<file path="src/rtl/irq_pulse_flags_pkg.sv">
package irq_pulse_flags_pkg;

   localparam int REG_W   = 8;
   localparam int ADDR_W  = 2;

   // source index order inside the internal source vector
   localparam int SRC_L    = 0;
   localparam int SRC_R    = 1;
   localparam int SRC_STD  = 2;
   localparam int SRC_AUX  = 3;
   localparam int SRC_DRDY = 4;
   localparam int N_SRC    = 5;

   typedef enum logic [ADDR_W-1:0] {
      SEL_ADC_FLAGS = 2'd0,
      SEL_LIVE      = 2'd1,
      SEL_CTRL      = 2'd2,
      SEL_DRDY_FLAG = 2'd3
   } reg_sel_e;

   // field positions seen by software
   localparam int POS_L    = 6;
   localparam int POS_R    = 5;
   localparam int POS_STD  = 4;
   localparam int POS_AUX  = 3;

   localparam int CTL_EN_NOISE = 4;
   localparam int CTL_EN_ENG   = 2;
   localparam int CTL_EN_DRDY  = 1;
   localparam int CTL_REPEAT   = 0;

   localparam logic [REG_W-1:0] CTRL_MASK =
      REG_W'((1 << CTL_EN_NOISE) | (1 << CTL_EN_ENG) | (1 << CTL_EN_DRDY) | (1 << CTL_REPEAT));

   // place four converter-side bits (L, R, STD, AUX) into a register byte
   function automatic logic [REG_W-1:0] pack_adc(input logic [3:0] f);
      logic [REG_W-1:0] v;
      v = '0;
      v[POS_L]   = f[SRC_L];
      v[POS_R]   = f[SRC_R];
      v[POS_STD] = f[SRC_STD];
      v[POS_AUX] = f[SRC_AUX];
      return v;
   endfunction

endpackage

</file>
<file path="src/rtl/irq_sticky_bank.sv">
module irq_sticky_bank #(
   parameter int N = 5
) (
   input  logic         clk,
   input  logic         rst_n,
   input  logic [N-1:0] src,
   input  logic [N-1:0] clr,
   output logic [N-1:0] flag
);

   generate
      if (N < 1) begin : g_bad_n
         $error("irq_sticky_bank: N must be at least 1");
      end
   endgenerate

   for (genvar i = 0; i < N; i++) begin : g_bit
      logic prev_q;
      logic flag_q;
      logic rise;

      assign rise = src[i] & ~prev_q;

      always_ff @(posedge clk) begin
         if (!rst_n) begin
            prev_q <= 1'b0;
            flag_q <= 1'b0;
         end else begin
            prev_q <= src[i];
            // a fresh edge wins over a clear in the same cycle
            flag_q <= rise | (flag_q & ~clr[i]);
         end
      end

      assign flag[i] = flag_q;
   end

endmodule

</file>
<file path="src/rtl/irq_pulse_timer.sv">
module irq_pulse_timer #(
   parameter int PULSE_CYC  = 4,
   parameter int PERIOD_CYC = 8,
   parameter bit REPEAT_EN  = 1'b1
) (
   input  logic clk,
   input  logic rst_n,
   input  logic trig,
   input  logic repeat_mode,
   input  logic stop,
   output logic pulse,
   output logic busy,
   output logic repeating
);

   localparam int CNT_W = $clog2(PERIOD_CYC + 1);
   localparam logic [CNT_W-1:0] PULSE_LAST  = CNT_W'(PULSE_CYC - 1);
   localparam logic [CNT_W-1:0] PERIOD_LAST = CNT_W'(PERIOD_CYC - 1);
   localparam logic [CNT_W-1:0] PULSE_LIM   = CNT_W'(PULSE_CYC);

   generate
      if (PULSE_CYC < 1 || PERIOD_CYC <= PULSE_CYC) begin : g_bad_timing
         $error("irq_pulse_timer: need 1 <= PULSE_CYC < PERIOD_CYC");
      end
   endgenerate

   logic             trig_q;
   logic             active_q;
   logic             rep_q;
   logic [CNT_W-1:0] cnt_q;
   logic             event_hit;
   logic             rep_sel;

   generate
      if (REPEAT_EN) begin : g_rep
         assign rep_sel = repeat_mode;
      end else begin : g_norep
         assign rep_sel = 1'b0;
      end
   endgenerate

   assign event_hit = trig & ~trig_q;

   always_ff @(posedge clk) begin
      if (!rst_n) begin
         trig_q   <= 1'b0;
         active_q <= 1'b0;
         rep_q    <= 1'b0;
         cnt_q    <= '0;
      end else begin
         trig_q <= trig;
         if (!active_q) begin
            if (event_hit) begin
               active_q <= 1'b1;
               rep_q    <= rep_sel;
               cnt_q    <= '0;
            end
         end else if (rep_q) begin
            if (stop) begin
               active_q <= 1'b0;
               rep_q    <= 1'b0;
               cnt_q    <= '0;
            end else begin
               cnt_q <= (cnt_q == PERIOD_LAST) ? '0 : cnt_q + 1'b1;
            end
         end else if (cnt_q == PULSE_LAST) begin
            active_q <= 1'b0;
            cnt_q    <= '0;
         end else begin
            cnt_q <= cnt_q + 1'b1;
         end
      end
   end

   assign pulse     = active_q & (cnt_q < PULSE_LIM);
   assign busy      = active_q;
   assign repeating = active_q & rep_q;

endmodule

</file>
<file path="src/rtl/irq_reg_port.sv">
module irq_reg_port
   import irq_pulse_flags_pkg::*;
(
   input  logic              clk,
   input  logic              rst_n,
   input  logic [ADDR_W-1:0] addr,
   input  logic              wr,
   input  logic [REG_W-1:0]  wdata,
   input  logic              rd,
   input  logic [3:0]        adc_flag,
   input  logic [3:0]        adc_live,
   input  logic              drdy_flag,
   output logic [REG_W-1:0]  rdata,
   output logic [REG_W-1:0]  ctrl,
   output logic              clr_adc,
   output logic              clr_drdy
);

   reg_sel_e         sel;
   logic [REG_W-1:0] ctrl_q;
   logic [REG_W-1:0] rdata_q;
   logic [REG_W-1:0] rmux;

   assign sel = reg_sel_e'(addr);

   always_comb begin
      unique case (sel)
         SEL_ADC_FLAGS: rmux = pack_adc(adc_flag);
         SEL_LIVE:      rmux = pack_adc(adc_live);
         SEL_CTRL:      rmux = ctrl_q;
         SEL_DRDY_FLAG: rmux = {{(REG_W-1){1'b0}}, drdy_flag};
         default:       rmux = '0;
      endcase
   end

   always_ff @(posedge clk) begin
      if (!rst_n) begin
         ctrl_q  <= '0;
         rdata_q <= '0;
      end else begin
         if (wr && sel == SEL_CTRL) begin
            ctrl_q <= wdata & CTRL_MASK;
         end
         if (rd) begin
            rdata_q <= rmux;
         end
      end
   end

   assign clr_adc  = rd && (sel == SEL_ADC_FLAGS);
   assign clr_drdy = rd && (sel == SEL_DRDY_FLAG);
   assign rdata    = rdata_q;
   assign ctrl     = ctrl_q;

endmodule

</file>
<file path="src/rtl/irq_pulse_flags.sv">
module irq_pulse_flags
   import irq_pulse_flags_pkg::*;
#(
   parameter int CLK_KHZ    = 250000,
   parameter int PULSE_CYC  = 2 * CLK_KHZ,
   parameter int PERIOD_CYC = 4 * CLK_KHZ,
   parameter bit REPEAT_EN  = 1'b1
) (
   input  logic              clk,
   input  logic              rst_n,
   input  logic              noise_lo_l,
   input  logic              noise_lo_r,
   input  logic              eng_irq_std,
   input  logic              eng_irq_aux,
   input  logic              data_rdy,
   input  logic [ADDR_W-1:0] reg_addr,
   input  logic              reg_wr,
   input  logic [REG_W-1:0]  reg_wdata,
   input  logic              reg_rd,
   output logic [REG_W-1:0]  reg_rdata,
   output logic              irq
);

   generate
      if (CLK_KHZ < 1) begin : g_bad_clk
         $error("irq_pulse_flags: CLK_KHZ must be positive");
      end
   endgenerate

   logic [N_SRC-1:0] src_vec;
   logic [N_SRC-1:0] flag_vec;
   logic [N_SRC-1:0] clr_vec;
   logic [REG_W-1:0] ctrl;
   logic             clr_adc;
   logic             clr_drdy;
   logic             any_enabled;
   logic             tmr_busy;
   logic             tmr_repeating;
   logic [2:0]       en_groups;

   assign src_vec[SRC_L]    = noise_lo_l;
   assign src_vec[SRC_R]    = noise_lo_r;
   assign src_vec[SRC_STD]  = eng_irq_std;
   assign src_vec[SRC_AUX]  = eng_irq_aux;
   assign src_vec[SRC_DRDY] = data_rdy;

   assign clr_vec = {clr_drdy, {4{clr_adc}}};

   irq_sticky_bank #(.N(N_SRC)) u_bank (
      .clk   (clk),
      .rst_n (rst_n),
      .src   (src_vec),
      .clr   (clr_vec),
      .flag  (flag_vec)
   );

   irq_reg_port u_regs (
      .clk       (clk),
      .rst_n     (rst_n),
      .addr      (reg_addr),
      .wr        (reg_wr),
      .wdata     (reg_wdata),
      .rd        (reg_rd),
      .adc_flag  (flag_vec[3:0]),
      .adc_live  (src_vec[3:0]),
      .drdy_flag (flag_vec[SRC_DRDY]),
      .rdata     (reg_rdata),
      .ctrl      (ctrl),
      .clr_adc   (clr_adc),
      .clr_drdy  (clr_drdy)
   );

   assign en_groups = {ctrl[CTL_EN_NOISE], ctrl[CTL_EN_ENG], ctrl[CTL_EN_DRDY]};

   assign any_enabled =
        (ctrl[CTL_EN_NOISE] & (noise_lo_l  | noise_lo_r))
      | (ctrl[CTL_EN_ENG]   & (eng_irq_std | eng_irq_aux))
      | (ctrl[CTL_EN_DRDY]  &  data_rdy);

   irq_pulse_timer #(
      .PULSE_CYC  (PULSE_CYC),
      .PERIOD_CYC (PERIOD_CYC),
      .REPEAT_EN  (REPEAT_EN)
   ) u_timer (
      .clk         (clk),
      .rst_n       (rst_n),
      .trig        (any_enabled),
      .repeat_mode (ctrl[CTL_REPEAT]),
      .stop        (clr_adc | clr_drdy),
      .pulse       (irq),
      .busy        (tmr_busy),
      .repeating   (tmr_repeating)
   );

endmodule

</file>
<file path="config.mk">
export PLATFORM = sky130hd
export DESIGN_NAME = irq_pulse_flags
export DESIGN_NICKNAME = d
export VERILOG_FILES = /design/src/rtl/irq_pulse_flags_pkg.sv /design/src/rtl/irq_sticky_bank.sv /design/src/rtl/irq_pulse_timer.sv /design/src/rtl/irq_reg_port.sv /design/src/rtl/irq_pulse_flags.sv
export SDC_FILE = /design/constraint.sdc
export NUM_CORES = 1
export LEC_CHECK = 0
export BUFFER_PORTS_ARGS = -buffer_cell sky130_fd_sc_hd__clkbuf_2
export CAP_MARGIN = 40
export CORE_MARGIN = 4
export CORE_UTILIZATION = 61
export DETAILED_ROUTE_END_ITERATION = 8
export MAX_ROUTING_LAYER = met4
export PLACE_DENSITY = 0.9
export SLEW_MARGIN = 20
export SYNTH_ARGS = -nofsm -noshare
export SYNTH_HDL_FRONTEND = slang
export SYNTH_SLANG_ARGS = --single-unit
</file>
<file path="constraint.sdc">
create_clock -name clk -period 4.2 [get_ports clk]
set_input_delay 0.21 -clock clk [delete_from_list [all_inputs] [get_ports clk]]
set_output_delay 0.21 -clock clk [all_outputs]
set_load 0.02 [all_outputs]
</file>
==> qor.yml, run 1 <==
grt_usage: 0.223
vias: 1857
seq_area_frac_synth: 0.414
antenna_found_initial: 0
worstSetupEndpointType: "flop"
cts_root_buf: "clkbuf_4"
max_freq_mhz: 397
cts_tree: "done"
ys.flop_type: "dfxtp_1"
drive_gt1_frac: 0.121
avgSynthCellArea_um2: 8.40
place_congestion: 0.846
cts.sinks: 44
setup-violations-final: 0
ant_nets: 0
synth_warnings: 0
die_area_um2: 4490
grt_pass1_wl_mm: 7.34
crit_arrival_ns: 2.83
ys_top_cells_by_count: "dfxtp_1, nand2_1, nand3_1"
place_inst: 310
io_buffers: 22
initial_utilization: 0.632
synth_top_area_cell: "dfxtp_1"
cts_hold_buf: 0
wirelength_mm: 4.32
grt_max_degree: 31
postSynthCellCount: 253
hold_viol: 0
ys_seq_elements: 44
htree_levels: 2
p_sw_uw: 188
seqPwrFrac: 0.600
diodes: 0
first_pass_iters: 4
cp_max_fo: 18
tns_ns: 0
critPathLaunchType: "flop"
p_leak_uw: 0.000880
finalCritPeriodShare: 0.600
p_int_uw: 539
swShare: 0.259
cts_buffer_depth: 2
outcome: "finished, final reports clean"
vias_per_cell: 5.84
area_growth_pct: 8.24
row_count: 21
slew_violations: 0
drc_errors: 0
yosysMostFrequentCell: "dfxtp_1"
worstPathRequired_ns: 4.51
synth_top_area_frac: 0.414
cts_made_buffers: 5
die_y_um: 67.0
syn_nets: 273
first_global_vias: 1708
drv_cap: 0
synth-async-reset-ratio: 0
netlist_area_um2: 2130
p_per_area_nw_per_um2: 316
ir_drop_mv: 0.202
hold_class: "in -> reg"
fin_crit_ns: 2.52
combPwrFrac: 0.097
grt_overflow: 0
p_clk_frac: 0.303
skew_ns: 0.00857
worstSetupPathType: "reg -> reg"
coreArea_um2: 3360
cts_resized: 0
synth.top_cells.by_area: "dfxtp_1, nand2_1, nand3_1"
dp_hpwl_mm: 3.13
synth_edf_count: 0
worst_pin_slew_ns: 0.702
synthDistinctLibCells: 46
io_pins: 28
slew_headroom: 0.529
die_w_um: 67.0
fin_cells: 318
rsz0062_at_grt: "false"
wl_per_cell_um: 13.6
fin_nets: 291
clock_latency_ns: 0.37
post_cts_buffers: 0
drt_iter0_markers: 105
clk_pin_slew_ns: 0.13
## critical path, stage by stage, from the launching register on
cell,delay [ns]
dfxtp_1,0.36
ha_1,0.25
and4_1,0.26
and2_1,0.21
a31o_1,0.25
a21boi_2,0.58
buf_4,0.29
a41oi_1,0.13
a21oi_1,0.13
## cell usage in the layout (no fill, tap or decap), drive strengths merged, types with 7 or more instances in the layout
cell type,netlist,layout
a21boi,8,8
clkbuf,5,29
nor2,7,7
nand2,28,28
dfxtp,44,44
and2,12,12
o21ai,9,9
nor2b,16,16
a21oi,20,20
nand3,21,21
## cells by family (layout without fill, tap and decap cells)
kind of cell             Yosys count  after routing  share of synthesized area
AO/OA/AOI/OAI                     63             63                      0.201
multiplexers                       5              5                     0.0235
AND/OR/NAND/NOR                  118            118                      0.301
flip-flops                        44             44                      0.414
XOR/XNOR                           3              3                     0.0124
adder cells (fa/ha/maj)            1              1                    0.00588
buffers and inverters             18             37                     0.0400
other                              1              1                    0.00176
## metrics by stage
| step | power, µW | hold WS (ns) | utilization | worst slack, ns | instance area, µm² |
|---|---|---|---|---|---|
| 6_report | 727 | 0.0662 | 0.684 | 1.68 | 2300 |
| 5_1_grt | 760 | 0.0640 | 0.684 | 1.49 | 2300 |
| 4_1_cts | 730 | 0.0652 | 0.684 | 1.69 | 2300 |
| 3_5_place_dp | 516 | 0.461 | 0.666 | 1.61 | 2240 |
| 3_3_place_gp | 512 | 0.455 | 0.666 | 1.67 | 2240 |
| 2_1_floorplan | 494 | 0.332 | - | 2.21 | 2130 |
## cell type report
| cell class | count | area (µm²) |
|---|---|---|
| repair buffers | 23 | 118 |
| fillers | 291 | 1060 |
| inverters | 6 | 22.5 |
| well taps | 46 | 57.6 |
| flip-flops and latches | 44 | 881 |
| clock inverters | 1 | 7.51 |
| multi-input cells | 191 | 1160 |
| clock buffers | 7 | 55.1 |
## metal layers
layer	wire (µm)	vias to the layer above	GRT usage
li1	-	943	-
met1	2020	863	0.260
met2	2000	41	0.357
met3	193	10	0.0472
met4	109	0	0.116
met5	0	-	-
## path summary, 6_finish.rpt
path                                 start                             end  slack (ns)  cells past startpoint
min                           reg_wdata[2]     u_regs.ctrl[2]$_SDFFE_PN0P_        0.07                      3
max          u_timer.cnt_q[0]$_SDFFE_PN0P_  u_timer.cnt_q[16]$_SDFFE_PN0P_        1.68                      8
min reg2reg   u_regs.rdata[2]$_SDFFE_PN0P_    u_regs.rdata[2]$_SDFFE_PN0P_        0.49                      2
max reg2reg  u_timer.cnt_q[0]$_SDFFE_PN0P_  u_timer.cnt_q[16]$_SDFFE_PN0P_        1.68                      8
## power by group through the flow
stage	Combinational, µW	Clock [µW]	Sequential [µW]
after floorplan	47.9	0	446
after detailed placement	70.5	0	445
after CTS	70.9	223	436
final	70.8	220	436
after global routing	78.9	243	438
after global placement	67.9	0	444
## state kept, by name (all words and copies together), names as in the netlist
signal	count
u_timer.rep_q	1
u_regs.ctrl	4
u_bank.g_bit.prev_q	5
u_bank.g_bit.flag_q	5
u_timer.trig_q	1
u_timer.cnt_q	20
u_regs.rdata	7
u_timer.busy	1
Note: power is estimated with default switching activity, not from simulation.
==> run 2: changes to the inputs <==
--- a/config.mk
+++ b/config.mk
@@ -5,13 +5,14 @@
 export SDC_FILE = /design/constraint.sdc
 export NUM_CORES = 1
 export LEC_CHECK = 0
+export ABC_AREA = 1
 export BUFFER_PORTS_ARGS = -buffer_cell sky130_fd_sc_hd__clkbuf_2
 export CAP_MARGIN = 40
 export CORE_MARGIN = 4
-export CORE_UTILIZATION = 61
+export CORE_UTILIZATION = 57
 export DETAILED_ROUTE_END_ITERATION = 8
 export MAX_ROUTING_LAYER = met4
-export PLACE_DENSITY = 0.9
+export PLACE_DENSITY = 0.84
 export SLEW_MARGIN = 20
 export SYNTH_ARGS = -nofsm -noshare
 export SYNTH_HDL_FRONTEND = slang
==> constraint.sdc (replaced) <==
create_clock -name clk -period 2.5 [get_ports clk]
set_input_delay 0.125 -clock clk [delete_from_list [all_inputs] [get_ports clk]]
set_output_delay 0.125 -clock clk [all_outputs]
set_load 0.02 [all_outputs]
==> run 2 against run 1 <==
- area after synthesis rose by 9.1%
- utilization down 1.8 points
- total power rose by 94%
- final cell count increased by 28%
- critical endpoint is now irq
- largest cell class unchanged
==> qor.yml, run 2 <==
avgSynthCellArea_um2: 6.86  # was 8.40 µm²
drc_errors: 0  # unchanged
slew_headroom: 0.640  # was 0.529
synthMuxAreaShare: 0  # was 0.0235
final.setup.worst_slack_ns: 0.741  # was 1.68 ns
post_cts_buffers: 0  # unchanged
first_pass_iters: 4  # unchanged
cts.sinks: 44  # unchanged
drive_gt1_frac: 0.128  # was 0.121
ys_top_cells_by_count: "nand2_1, dfxtp_1, nand3_1"  # was dfxtp_1, nand2_1, nand3_1
synth-async-reset-ratio: 0  # unchanged
cp_max_fo: 5  # was 18
outcome: "finished, final reports clean"  # unchanged
cts_made_buffers: 5  # unchanged
die_w_um: 71.8  # was 67.0 µm
coreArea_um2: 3800  # was 3360 µm²
fin_crit_ns: 1.76
first_global_vias: 1963  # was 1,708
antenna_found_initial: 0  # unchanged
ys_seq_elements: 44  # unchanged
critPathLaunchType: "flop"  # unchanged
tns_ns: 0  # unchanged
dp_hpwl_mm: 3.80  # was 3.13 mm
cts_root_buf: "clkbuf_8"  # was clkbuf_4
setup-violations-final: 0  # unchanged
yosysMostFrequentCell: "nand2_1"  # was dfxtp_1
synth_warnings: 0  # unchanged
htree_levels: 2  # unchanged
regToRegEndpoint: "u_timer.cnt_q[16]$_SDFFE_PN0P_"  # unchanged
initial_utilization: 0.611  # was 0.632
slew_violations: 0  # unchanged
clock_latency_ns: 0.30  # was 0.37 ns
ys.flop_type: "dfxtp_1"  # unchanged
io_pins: 28  # unchanged
ir_drop_mv: 0.434  # was 0.202 mV
syn_nets: 358  # was 273
place_congestion: 0.960  # was 0.846
synth_top_area_frac: 0.380  # was 0.414
p_per_area_nw_per_um2: 558  # was 316 nW/µm²
postSynthCellCount: 338  # was 253
synth_edf_count: 0  # unchanged
grt_max_degree: 20  # was 31
grt_usage: 0.218  # was 0.223
skew_ns: 0.00906  # was 0.00857 ns
largest_reg_flops: 20  # unchanged
area_growth_pct: 9.12  # was 8.24%
rrSetupSlack_ns: 0.74  # was 1.68 ns
crit_arrival_ns: 1.63  # was 2.83 ns
die_area_um2: 5150  # was 4490 µm²
wirelength_mm: 5.19  # was 4.32 mm
place_area_um2: 2420  # was 2240 µm²
synth_top_family_by_area: "simple AND/OR/NAND/NOR gates"  # unchanged
drv_cap: 0  # unchanged
synthAdderAreaFrac: 0.00539  # was 0.00589
cts_buffer_depth: 2  # unchanged
synth_xor_area_frac: 0.0415  # was 0.0124
row_count: 22  # was 21
max_freq_mhz: 569
cts_resized: 0  # unchanged
post-place-ws_ns: 0.766  # was 1.61 ns
whs_path_depth: 3  # unchanged
highest_layer: "met4"  # unchanged
cts_tree: "done"  # unchanged
io_buffers: 22  # unchanged
die_y_um: 71.8  # was 67.0 µm
hp-start: "data_rdy"  # was reg_wdata[2]
wl_per_cell_um: 12.7  # was 13.6 µm
grt_overflow: 0  # unchanged
grt_pass1_wl_mm: 8.76  # was 7.34 mm
wl_met3_um: 301  # was 193 µm
rsz0062_at_grt: "false"  # unchanged
synth_top_area_cell: "dfxtp_1"  # unchanged
r2r_start: "u_timer.cnt_q[0]$_SDFFE_PN0P_"  # unchanged
vias: 2176  # was 1,857
synth.top_cells.by_area: "dfxtp_1, nand2_1, nand3_1"  # unchanged
ant_nets: 0  # unchanged
p_leak_uw: 0.00102  # was 0.000880 µW
netlist_area_um2: 2320  # was 2130 µm²
final_cell_mix: "nand2_1, dfxtp_1, nand3_1"  # was dfxtp_1, nand2_1, clkbuf_2
fillers: 339  # was 291
final_cell_area_um2: 2530  # was 2300 µm²
largest_register: "u_timer.cnt_q"  # unchanged
final_common_cell: "nand2_1"  # was dfxtp_1
vias_per_cell: 5.35  # was 5.84
worstPathRequired_ns: 2.38  # was 4.51 ns
drt-met1-wl_mm: 2.52  # was 2.02 mm
worst_pin_slew_ns: 0.537  # was 0.702 ns
seq_area_frac_synth: 0.380  # was 0.414
diodes: 0  # unchanged
clk_pin_slew_ns: 0.09  # was 0.13 ns
worstSetupPathType: "reg -> out"  # was reg -> reg
whs_endpoint: "u_bank.g_bit[4].prev_q$_SDFF_PN0_"  # was u_regs.ctrl[2]$_SDFFE_PN0P_
hold_class: "in -> reg"  # unchanged
synth_compound_area_frac: 0.120  # was 0.201
drt_iter0_markers: 153  # was 105
final_core_util: 0.666  # was 0.684
wl_met2_mm: 2.32  # was 2.00 mm
hold_viol: 0  # unchanged
fin_nets: 378  # was 291
reg2regPathDepth: 8  # unchanged
worstSetupEndpointType: "primary output"  # was flop
yosys.area_share.simple: 0.357  # was 0.301
cts_hold_buf: 0  # unchanged
finalCritPeriodShare: 0.703
synthDistinctLibCells: 31  # was 46
==> run 2: cells by family (layout without fill, tap and decap cells) <==
| family | Yosys count | count (layout) |
|---|---|---|
| and+or+nand+nor | 182 | 182 |
| buffers and inverters | 46 | 67 |
| DFF | 44 | 44 |
| other | 1 | 1 |
| adders and majority gates | 1 | 1 |
| AOI/OAI and AO/OA | 53 | 53 |
| xor gates and xnor gates | 11 | 11 |
==> run 2: worst max-delay path by stage <==
stage | endpoint | slack (ns) | from
after floorplan | u_timer.cnt_q[14]$_SDFFE_PN0P_ | 0.94 | u_timer.cnt_q[0]$_SDFFE_PN0P_
after global placement | u_timer.cnt_q[15]$_SDFFE_PN0P_ | 0.79 | u_timer.cnt_q[1]$_SDFFE_PN0P_
after detailed placement | u_timer.cnt_q[10]$_SDFFE_PN0P_ | 0.77 | u_timer.cnt_q[0]$_SDFFE_PN0P_
after CTS | u_timer.cnt_q[10]$_SDFFE_PN0P_ | 0.74 | u_timer.cnt_q[0]$_SDFFE_PN0P_
after global routing | u_timer.cnt_q[16]$_SDFFE_PN0P_ | 0.59 | u_timer.cnt_q[1]$_SDFFE_PN0P_
final | irq | 0.74 | u_timer.cnt_q[6]$_SDFFE_PN0P_
==> run 2: layout make-up <==
cell class                      instances  area (µm²)  share of cell area
Sequential cell                        44         881               0.348
Clock inverter                          2        35.0              0.0138
Tap cell                               48        60.1              0.0237
Clock buffer                            6        72.6              0.0287
Timing Repair Buffer                   26         140              0.0554
Inverter                               33         124              0.0489
Multi-Input combinational cell        248        1220               0.481
==> run 2: per-layer routing <==
metal	up-vias	GRT usage
li1	1135	-
met1	975	0.290
met2	61	0.337
met3	5	0.0505
met4	0	0.0501
met5	-	-
==> run 2: power by group <==
part | total, µW | switching, µW | leakage [µW] | internal (µW)
Sequential | 737 | 13.4 | 0.000359 | 724
Combinational | 134 | 93.1 | 0.000604 | 41.0
Clock | 541 | 244 | 0.0000552 | 297
Total | 1410 | 350 | 0.00102 | 1060
==> run 2: metrics by stage <==
step / hold WS, ns / std cells / power, µW
6_report: 0.0500 / 407 / 1410
5_1_grt: 0.0597 / 407 / 1460
4_1_cts: 0.0486 / 407 / 1420
3_5_place_dp: 0.362 / 399 / 887
3_3_place_gp: 0.356 / 399 / 884
2_1_floorplan: 0.232 / 338 / 853
==> run 2: worst max-delay path, stage by stage, from the launching register on <==
cell and delay (ns):
dfxtp_1 0.37, nor2_1 0.18, nand2_1 0.11, a21oi_1 0.16, nor2_1 0.06, nor2_1 0.08
nor3_1 0.05, nor3_1 0.13, clkbuf_2 0.20
==> run 3: changes to the inputs <==
--- a/config.mk
+++ b/config.mk
@@ -9,10 +9,10 @@
 export BUFFER_PORTS_ARGS = -buffer_cell sky130_fd_sc_hd__clkbuf_2
 export CAP_MARGIN = 40
 export CORE_MARGIN = 4
-export CORE_UTILIZATION = 57
+export CORE_UTILIZATION = 52
 export DETAILED_ROUTE_END_ITERATION = 8
 export MAX_ROUTING_LAYER = met4
-export PLACE_DENSITY = 0.84
+export PLACE_DENSITY = 0.81
 export SLEW_MARGIN = 20
 export SYNTH_ARGS = -nofsm -noshare
 export SYNTH_HDL_FRONTEND = slang
==> constraint.sdc (replaced) <==
create_clock -name clk -period 1.43 [get_ports clk]
set_input_delay 0.0715 -clock clk [delete_from_list [all_inputs] [get_ports clk]]
set_output_delay 0.0715 -clock clk [all_outputs]
set_load 0.02 [all_outputs]
==> run 3 against run 2 <==
- sequential power grew 74%
- critical path depth unchanged
- combinational power grew to 2.7 times the previous value
- largest cell class unchanged
- total power is 90% higher
- non-clock buffer count increased by 31
- first-iteration DRC count fell by 0.65%
- the run now ends with setup timing left
- wire length increased by 25%
- clock power is 92% higher
- via count increased by 12%
==> qor.yml, run 3 (synthesis gave the netlist of run 2 again) <==
p_sw_uw: 730  # was 350 µW
cts_tree: "done"  # unchanged
whs_endpoint: "u_bank.g_bit[2].prev_q$_SDFF_PN0_"  # was u_bank.g_bit[4].prev_q$_SDFF_PN0_
ir_drop_mv: 0.713  # was 0.434 mV
seqPwrFrac: 0.478  # was 0.522
grt_overflow: 0  # unchanged
clk_pin_slew_ns: 0.09  # about the same
wirelength_mm: 6.48  # was 5.19 mm
htree_levels: 2  # unchanged
setup-violations-final: 20  # was 0
die_w_um: 74.8  # was 71.8 µm
area_growth_pct: 36.2  # was 9.12%
drt_iter0_markers: 152  # was 153
cts_made_buffers: 5  # unchanged
die_y_um: 74.8  # was 71.8 µm
ant_nets: 0  # unchanged
diodes: 0  # unchanged
reg2regPathDepth: 11  # was 8
wl_per_cell_um: 14.6  # was 12.7 µm
fin_cells: 445  # was 407
cts_root_buf: "clkbuf_8"  # unchanged
max_freq_mhz: 604
hold_viol: 0  # unchanged
io_pins: 28  # unchanged
crit_family: "simple AND/OR/NAND/NOR gates"  # unchanged
grt_usage: 0.227  # was 0.218
fillers: 347  # was 339
whs_ns: 0.00190  # was 0.0500 ns
drv_cap: 0  # unchanged
initial_utilization: 0.536  # was 0.611
rrSetupSlack_ns: -0.14  # was 0.74 ns
p_per_area_nw_per_um2: 849  # was 558 nW/µm²
outcome: "finished with violations"  # was finished, final reports clean
largest_reg_flops: 20  # unchanged
cp_max_fo: 4  # was 5
die_area_um2: 5590  # was 5150 µm²
p_leak_uw: 0.00126  # was 0.00102 µW
grt_use_met1: 0.263  # was 0.290
dp_hpwl_mm: 4.02  # was 3.80 mm
rsz0062_at_grt: "true"  # was false
final_cell_mix: "nand2_1, inv_1, buf_4"  # was nand2_1, dfxtp_1, nand3_1
drive_gt1_frac: 0.369  # was 0.128
vias: 2440  # was 2,176
violations: "setup timing"
place_inst: 424  # was 399
finalCritPeriodShare: 1.16
p_clk_frac: 0.388  # was 0.383
cts.sinks: 44  # unchanged
antenna_found_initial: 0  # unchanged
use_met2: 0.381  # was 0.337
slowest_delay_ns: 0.37  # about the same
crit_chain: "nor2_4 -> nand2_2 -> a21oi_2 -> nor2_1 -> nor2_1 -> nor3_2 -> nor3_2 -> buf_4"  # was nor2_1 -> nand2_1 -> a21oi_1 -> nor2_1 -> nor2_1 -> nor3_1 -> nor3_1 -> clkbuf_2
place_area_um2: 2600  # was 2420 µm²
row_count: 24  # was 22
p_int_uw: 1950  # was 1060 µW
first_global_vias: 2255  # was 1,963
coreArea_um2: 4320  # was 3800 µm²
largest_register: "u_timer.cnt_q"  # unchanged
cts_buffer_depth: 2  # unchanged
cp_num_buf_inv: 1  # unchanged
hold_class: "in -> reg"  # unchanged
fin_nets: 412  # was 378
worstSetupEndpointType: "primary output"  # unchanged
final_cell_area_um2: 3160  # was 2530 µm²
drc_errors: 0  # unchanged
whs_path_depth: 3  # unchanged
worstSetupPathType: "reg -> out"  # unchanged
grt_max_degree: 18  # was 20
swShare: 0.272  # was 0.248
combPwrFrac: 0.134  # was 0.095
final.setup.worst_slack_ns: -0.225  # was 0.741 ns
critPathLaunchType: "flop"  # unchanged
grt_busiest_layer: "met2"  # unchanged
io_buffers: 22  # unchanged
power_uw: 2680  # was 1410 µW
place_congestion: 0.868  # was 0.960
slew_violations: 0  # unchanged
final_common_cell: "nand2_1"  # unchanged
regToRegEndpoint: "u_timer.cnt_q[19]$_SDFFE_PN0P_"  # was u_timer.cnt_q[16]$_SDFFE_PN0P_
fin_crit_ns: 1.66
crit_arrival_ns: 1.58  # was 1.63 ns
worstPathRequired_ns: 1.36  # was 2.38 ns
grt_pass1_wl_mm: 9.64  # was 8.76 mm
r2r_start: "u_timer.cnt_q[1]$_SDFFE_PN0P_"  # was u_timer.cnt_q[0]$_SDFFE_PN0P_
clock_latency_ns: 0.31  # was 0.30 ns
grt_use_met3: 0.0441  # was 0.0505
vias_per_cell: 5.48  # was 5.35
cpMaxStageDelayCell: "dfxtp_4"  # was dfxtp_1
first_pass_iters: 4  # unchanged
hp-start: "eng_irq_std"  # was data_rdy
skew_ns: 0.00607  # was 0.00906 ns
## run 3: per-stage QoR
stage          worst slack (ns)  TNS (ns)   util
2_1_floorplan           0.00410         0      -
3_3_place_gp             0.0122         0  0.602
3_5_place_dp            -0.0336    -0.313  0.602
4_1_cts                  -0.208    -0.208  0.647
5_1_grt                  -0.287     -3.08  0.731
6_report                 -0.225     -1.80  0.731
## run 3: layout make-up
cell class | count | area [µm²] | area share
clock buffers | 6 | 82.6 | 0.0261
clock inverters | 2 | 38.8 | 0.0123
inverters | 33 | 124 | 0.0392
multi-input cells | 251 | 1540 | 0.487
flip-flops and latches | 44 | 911 | 0.288
well taps | 52 | 65.1 | 0.0206
repair buffers | 57 | 399 | 0.126
## run 3: what timing repair did
item                                    4_1_cts  5_1_grt
setup buffers                                 0        8
endpoints found under the setup margin       20       22
resized for setup                            15       75
hold buffers                                  2        0
gates cloned                                  2        2
pin swaps                                     2       30
endpoints found under the hold margin         2        0
## run 3: power by group through the flow
stage / Clock, µW / Sequential (µW) / Combinational, µW
after floorplan: 0 / 1320 / 174
after global placement: 0 / 1310 / 250
after detailed placement: 0 / 1320 / 256
after CTS: 1040 / 1290 / 283
after global routing: 1100 / 1290 / 389
final: 1040 / 1280 / 359
## run 3: worst max-delay path by stage
stage / from / cells after the start / slack, ns / endpoint
6_report: u_timer.cnt_q[7]$_SDFFE_PN0P_ / 8 / -0.23 / irq
5_1_grt: u_timer.cnt_q[7]$_SDFFE_PN0P_ / 8 / -0.29 / irq
4_1_cts: u_timer.cnt_q[6]$_SDFFE_PN0P_ / 8 / -0.21 / irq
3_5_place_dp: u_timer.cnt_q[1]$_SDFFE_PN0P_ / 8 / -0.03 / u_timer.cnt_q[18]$_SDFFE_PN0P_
3_3_place_gp: u_timer.cnt_q[10]$_SDFFE_PN0P_ / 8 / 0.01 / u_timer.cnt_q[3]$_SDFFE_PN0P_
2_1_floorplan: u_timer.cnt_q[1]$_SDFFE_PN0P_ / 10 / 0.004 / u_timer.cnt_q[14]$_SDFFE_PN0P_
## run 3: per-layer routing
metal,part of all wire,vias to the layer above
met2,0.50,66
li1,-,1205
met1,0.43,1149
met4,0.030,0
met3,0.043,20
met5,0,-
## run 3: worst min-delay path, cell delays in order
cell	delay, ns
clkbuf_2	0.10
nand2_1	0.06
inv_1	0.05
